**src/rtl/nb_pkg.sv**
```systemverilog
package nb_pkg;

    // State of the comparator synchronizer and edge detector
    typedef struct packed {
        logic meta;   // first capture stage
        logic sync;   // second capture stage
        logic prev;   // synchronized value from the previous cycle
    } sync_state_t;

    // Derive a cycle count from a clock rate and a duration
    function automatic int unsigned ns_to_cycles(input int unsigned clk_mhz,
                                                 input int unsigned dur_ns);
        return (clk_mhz * dur_ns) / 1000;
    endfunction

endpackage

```
**src/rtl/nb_sync_edge.sv**
```systemverilog
module nb_sync_edge
    import nb_pkg::*;
(
    input  logic clk,
    input  logic rst_n,
    input  logic async_in,
    output logic rise_o,
    output logic level_o
);

    sync_state_t st_d, st_q;

    always_comb begin
        st_d      = st_q;
        st_d.meta = async_in;
        st_d.sync = st_q.meta;
        st_d.prev = st_q.sync;
    end

    always_ff @(posedge clk or negedge rst_n) begin
        if (!rst_n) begin
            st_q <= '0;
        end else begin
            st_q <= st_d;
        end
    end

    // A rising edge is a synchronized 1 that follows a synchronized 0
    assign rise_o  = st_q.sync & ~st_q.prev;
    assign level_o = st_q.sync;

endmodule

```
**src/rtl/nb_countdown.sv**
```systemverilog
module nb_countdown #(
    parameter int unsigned LOAD_VAL = 400,
    localparam int unsigned W = $clog2(LOAD_VAL + 2)
) (
    input  logic         clk,
    input  logic         rst_n,
    input  logic         clr,
    input  logic         load,
    output logic [W-1:0] cnt_o,
    output logic         busy_o,
    output logic         last_o
);

    localparam logic [W-1:0] LOAD_W = W'(LOAD_VAL);
    localparam logic [W-1:0] ONE_W  = W'(1);

    typedef struct packed {
        logic [W-1:0] cnt;
    } cd_state_t;

    cd_state_t st_d, st_q;

    always_comb begin
        st_d = st_q;
        if (clr) begin
            st_d.cnt = '0;
        end else if (load) begin
            st_d.cnt = LOAD_W;
        end else if (st_q.cnt != '0) begin
            st_d.cnt = st_q.cnt - ONE_W;
        end
    end

    always_ff @(posedge clk or negedge rst_n) begin
        if (!rst_n) begin
            st_q <= '0;
        end else begin
            st_q <= st_d;
        end
    end

    assign cnt_o  = st_q.cnt;
    assign busy_o = (st_q.cnt != '0);
    assign last_o = (st_q.cnt == ONE_W);

endmodule

```
**src/rtl/nb_blank_top.sv**
```systemverilog
module nb_blank_top
    import nb_pkg::*;
#(
    parameter int unsigned CLK_MHZ      = 200,
    parameter int unsigned PULSE_NS     = 2000,
    parameter int unsigned PULSE_CYCLES = ns_to_cycles(CLK_MHZ, PULSE_NS),
    parameter int unsigned HOLD_CYCLES  = 40,
    localparam int unsigned PW = $clog2(PULSE_CYCLES + 2),
    localparam int unsigned HW = $clog2(HOLD_CYCLES + 2)
) (
    input  logic clk,
    input  logic rst_n,
    input  logic cmp_in,
    input  logic enable,
    output logic blank_out
);

    logic          rise_w;
    logic          level_w;
    logic [PW-1:0] pulse_cnt_w;
    logic          pulse_busy_w;
    logic          pulse_last_w;
    logic [HW-1:0] hold_cnt_w;
    logic          hold_busy_w;
    logic          hold_last_w;

    logic pulse_clr, pulse_load, hold_clr, hold_load;

    nb_sync_edge i_sync (
        .clk      (clk),
        .rst_n    (rst_n),
        .async_in (cmp_in),
        .rise_o   (rise_w),
        .level_o  (level_w)
    );

    // The main part restarts on every accepted edge
    // The hold part starts when the main part runs out
    always_comb begin
        pulse_clr  = ~enable;
        pulse_load = enable & rise_w;
        hold_clr   = ~enable | rise_w;
        hold_load  = enable & pulse_last_w & ~rise_w;
    end

    nb_countdown #(.LOAD_VAL(PULSE_CYCLES)) i_pulse (
        .clk    (clk),
        .rst_n  (rst_n),
        .clr    (pulse_clr),
        .load   (pulse_load),
        .cnt_o  (pulse_cnt_w),
        .busy_o (pulse_busy_w),
        .last_o (pulse_last_w)
    );

    nb_countdown #(.LOAD_VAL(HOLD_CYCLES)) i_hold (
        .clk    (clk),
        .rst_n  (rst_n),
        .clr    (hold_clr),
        .load   (hold_load),
        .cnt_o  (hold_cnt_w),
        .busy_o (hold_busy_w),
        .last_o (hold_last_w)
    );

    assign blank_out = pulse_busy_w | hold_busy_w;

endmodule

```
**config.mk**
```make
export PLATFORM = sky130hd
export DESIGN_NAME = nb_blank_top
export DESIGN_NICKNAME = d
export VERILOG_FILES = /design/src/rtl/nb_pkg.sv /design/src/rtl/nb_sync_edge.sv /design/src/rtl/nb_countdown.sv /design/src/rtl/nb_blank_top.sv
export SDC_FILE = /design/constraint.sdc
export NUM_CORES = 1
export LEC_CHECK = 0
export BUFFER_PORTS_ARGS = -buffer_cell sky130_fd_sc_hd__clkbuf_2
export CORE_UTILIZATION = 35
export CTS_CLUSTER_DIAMETER = 40
export CTS_CLUSTER_SIZE = 30
export DETAILED_ROUTE_END_ITERATION = 10
export HOLD_SLACK_MARGIN = 0.12
export SYNTH_ARGS = -nofsm -noshare
export SYNTH_HDL_FRONTEND = slang
export SYNTH_SLANG_ARGS = --single-unit
```
**constraint.sdc**
```tcl
create_clock -name clk -period 1.9 [get_ports clk]
set_clock_uncertainty 0.15 [all_clocks]
set_input_delay 0.095 -clock clk [delete_from_list [all_inputs] [get_ports clk]]
set_output_delay 0.095 -clock clk [all_outputs]
set_load 0.1 [all_outputs]
```
; After elaboration in Yosys (flattened, before gate mapping)
; Index checks and enable logic that the tools add are counted.
; Widths: inputs -> output; s select.
[totals]
register_bits = 18
latchBits = 0
mem_bits_rw = 0
mem_bits_ro = 0
output_inout_bits = 1
word_cells = 27
memories = 0
[op_classes]
n_addsub = 2
n_mul = 0
div_mod_pow = 0
magnitude_cmp = 0
n_eq_ne = 2
shifts = 0
n_mux = 6
n_bitwise = 9
n_reduce_logical = 3
[ops]
columns = op, count
row1 = $mux 9, 3
row2 = $mux 6, 3
row3 = $eq 9x1->1 const B, 1
row4 = $reduce_bool 9->1, 1
row5 = $sub 9x1->9 const B, 1
row6 = $reduce_bool 6->1, 1
row7 = $sub 6x1->6 const B, 1
row8 = $and 1x1->1, 4
row9 = $ne 3x1->1 const B, 1
row10 = $not 1->1, 3
row11 = $reduce_bool 3->1, 1
row12 = $or 1x1->1, 2

; Depth between registers and ports, before layout
[depth]
ltp_word = 6
ltp_mapped = 6
depth_no_buf = 6

; Modules after synthesis
; From an unflattened synthesis, not the netlist that was laid out.
[unflattened]
hier_cells = 99
hier_area_um2 = 1007.2
[modules_own_cells]
columns = mod, n_inst, cells_each, area_each_um2, seq_area_each_um2
row1 = nb_countdown (i_pulse), 1, 54, 530.5, 225.2
row2 = nb_countdown (i_hold), 1, 36, 355.3, 150.1
row3 = nb_sync_edge, 1, 4, 88.8, 75.1
row4 = nb_blank_top, 1, 5, 32.5, 0.0

; Worst setup path after synthesis
; Ideal clock, no wire load.
[synth_path]
kind = register -> output
startpoint = register i_pulse.st_q, in the netlist i_pulse.cnt_o[0]
endpoint = output blank_out
t_arrival_ns = 1.733
path_slack_ns = -0.078
stages_incl_launch_ff = 6
n_path_buf = 0
path_cell_list = dfrtp_1 inv_1 ha_1 nor2b_1 and3_4 or2b_1
[synth_between]
elab_chain_cells = 2
[synth_lines]
columns = item, line
row1 = start: declaration, nb_countdown.sv:21  ; cd_state_t st_d, st_q;
row2 = start signal: assignment, nb_countdown.sv:38  ; st_q <= st_d;
row3 = $reduce_bool 9->1, nb_countdown.sv:43  ; assign busy_o = (st_q.cnt != '0);
row4 = $or 1x1->1, nb_blank_top.sv:66  ; assign blank_out = pulse_busy_w | hold_busy_w;
row5 = end: declaration, nb_blank_top.sv:15  ; output logic blank_out
; No other way between the ends.

; Worst setup path after layout
; Ends and elaborated chain as after synthesis.

==> results.toml <==
[final_layout]
syn2layout_area_growth_pct = 26.84
fill_cells = 244
layout_commonest_cell = "dfrtp_1"
antenna_cells = 0
nNetsFinal = 125
drive_gt1_share_pct = 24.35
final_cell_mix = "dfrtp_1 (18), nor2_1 (11), buf_4 (11)"

[synthesis]
synth.cell_area_um2 = 937.1
syn_nets = 102
ys_warn_count = 0
seq_area_frac_synth_pct = 48.06
synth_top_area_share_pct = 48.06
synth.area.top_cells = "dfrtp_1 (48%), ha_1 (6.7%), nor2_1 (4.4%)"
synth.largest_area_cell = "dfrtp_1"
ys_ff_latch = 18
synthCells = 93
synthDistinctLibCells = 29
avgSynthCellArea_um2 = 10.08

[place]
io_buffers = 4
routabilityCongestion = 0.8423
dp_worst_setup_slack_ns = 0.04459
dpl.hpwl_um = 1207

[floorplan]
die_h_um = 53.75
core_area_um2 = 2500
rows = 18
start_util_pct = 37.49
die-area_um2 = 2889
die-width_um = 53.75
ios = 5

[timing]
fmax_ghz = 0.5210
rsz0062_at_grt = "true"
timing.hold.ws_ns = 0.1131
setup_viol = 1
slew_headroom_pct = 69.61
setup_ws_ns = -0.01936
hold_viol = 0
fin_crit_ns = 1.919
tightest_slew_ns = 0.4558
slew_violations = 0
period_share_pct = 101.0

[setup_path]
required_ns = 1.65
cp_max_fo = 3
crit_path_end_kind = "output port"
critPathArrivalTime_ns = 1.67
path_class = "flip-flop to output port"
start_kind = "flip-flop"

[route]
wl_um = 1765
route.detailed.drc = 0
vias = 734
drtIter0Drc = 18
wl_per_cell_um = 12.17
first_pass_iters = 4
postRouteAntennaNets = 0
via_per_inst = 5.062

[power_and_ir_drop]
irDropWorstVdd_v = 0.0009972
leakagePower_nw = 0.5552
p_sw_share_pct = 40.79
power_frac_clock_pct = 11.2
sequentialPowerShare_pct = 30.1
p_total_w = 0.002144
power.switching_w = 0.0008745
p_int_w = 0.001269
comb_power_share_pct = 58.7
p_per_area_nw_per_um2 = 1804

[clocking]
clkSinkCount = 18
clockRootBuffer = "clkbuf_4"
cts_buffers = 3
clk_pin_slew_ns = 0.11
cts_max_level = 1
cts_buffer_depth = 2
worstSkewPairLatency_ns = 0.29
cts_tree = "yes"

[global_routing]
grt_pass1_vias = 647
grt_max_degree = 19
grt_pass1_wl_um = 2973
antenna_found_initial = 0
grt_overflow = 0
grt_use_total_pct = 14.91

[min_path]
worstHoldPathType = "input port to async pin"

[flow_run]
maxCapViolations = 0

[status]
status = "finished with violations"
violations = "setup timing"
## registers in the layout, indices dropped and copies added (netlist names)
register / count
i_pulse.cnt_o: 9
i_hold.cnt_o: 6
i_sync.level_o: 1
i_sync.st_d: 1
i_sync.st_q: 1
## timing repair
item | CTS | global route
hold buffers | 3 | 0
resized for setup | 8 | 0
setup endpoints to repair | 1 | 1
endpoints found under the hold margin | 27 | 0
pin swaps | 1 | 2
buffers inserted | 5 | 3
## synthesized netlist by cell type, drive strengths merged
| library cell | instances |
|---|---|
| or4 | 1 |
| nor2b | 2 |
| or2b | 1 |
| xnor2 | 4 |
| nand2b | 2 |
| nand3b | 2 |
| nor4 | 1 |
| ha | 5 |
| nand3 | 6 |
| or3 | 2 |
| a31oi | 2 |
| o21a | 1 |
| a21oi | 7 |
| mux2i | 2 |
| nor3 | 4 |
| o21ai | 2 |
| xor2 | 3 |
| dfrtp | 18 |
| o31ai | 2 |
| nor3b | 1 |
| nand2 | 5 |
| a211oi | 2 |
| nor2 | 11 |
| a21boi | 1 |
| and3 | 1 |
| inv | 5 |
## cell type report
cell class / instances / area, µm² / area share [%]
clock buffer: 4 / 36.28 / 3.053
sequential: 18 / 450.4 / 37.89
tap: 30 / 37.54 / 3.158
timing repair buffer: 18 / 147.6 / 12.42
inverter: 5 / 18.77 / 1.579
multi-input combinational: 70 / 498.0 / 41.89
## cells by family after synthesis
| kind of cell | Yosys count | synth area share [%] |
|---|---|---|
| buffers and inverters | 5 | 2.003 |
| muxes | 2 | 2.136 |
| xor gates and xnor gates | 7 | 6.542 |
| AOI/OAI and AO/OA | 17 | 10.95 |
| and+or+nand+nor | 39 | 23.63 |
| DFF | 18 | 48.06 |
| adders and majority gates | 5 | 6.676 |
## worst max-delay path, cell delays in order, from the launching register on
cell and delay [ns]:
dfrtp_1 0.40, inv_2 0.08, ha_4 0.13, nor2b_4 0.13, and3_4 0.19, or2b_4 0.27, buf_12 0.16
## through the flow
stage | area (µm²) | setup TNS (ns) | instances | utilization, %
after floorplan | 938.4 | 0 | 93 | -
after global placement | 1033 | 0 | 130 | 41.34
after detailed placement | 1033 | 0 | 130 | 41.34
after CTS | 1166 | -0.04337 | 142 | 46.65
after global routing | 1189 | -0.1204 | 145 | 47.55
final | 1189 | -0.01936 | 145 | 47.55
## power by group through the flow
stage                     registers (W)  clock network, W  logic (W)
after global placement         0.000633                 0    0.00104
after floorplan                0.000617                 0   0.000800
after global routing           0.000664          0.000269    0.00140
after CTS                      0.000643          0.000251    0.00119
final                          0.000645          0.000240    0.00126
after detailed placement       0.000637                 0    0.00104
## routing by layer
metal	up-vias	share of wire, %	GRT usage, %
li1	368	-	-
met2	20	46	22.22
met5	-	0	0
met4	0	0.85	3.947
met3	2	4.8	5.932
met1	344	49	19.86
## worst paths after layout
check                                          endpoint                         start  slack, ns  depth (start not counted)
min in group clk               i_sync.level_o$_DFF_PN0_      i_sync.st_d[1]$_DFF_PN0_       0.21                          0
max in group asynchronous      i_sync.st_q[0]$_DFF_PN0_                         rst_n       1.17                          2
min reg2reg                    i_sync.level_o$_DFF_PN0_      i_sync.st_d[1]$_DFF_PN0_       0.21                          0
min                        i_pulse.cnt_o[2]$_DFFE_PN0P_                         rst_n       0.11                          2
max reg2reg                i_pulse.cnt_o[6]$_DFFE_PN0P_  i_pulse.cnt_o[0]$_DFFE_PN0P_       0.09                          7
max                                           blank_out  i_pulse.cnt_o[0]$_DFFE_PN0P_      -0.02                          6
Note: power is estimated with default switching activity, not from simulation.
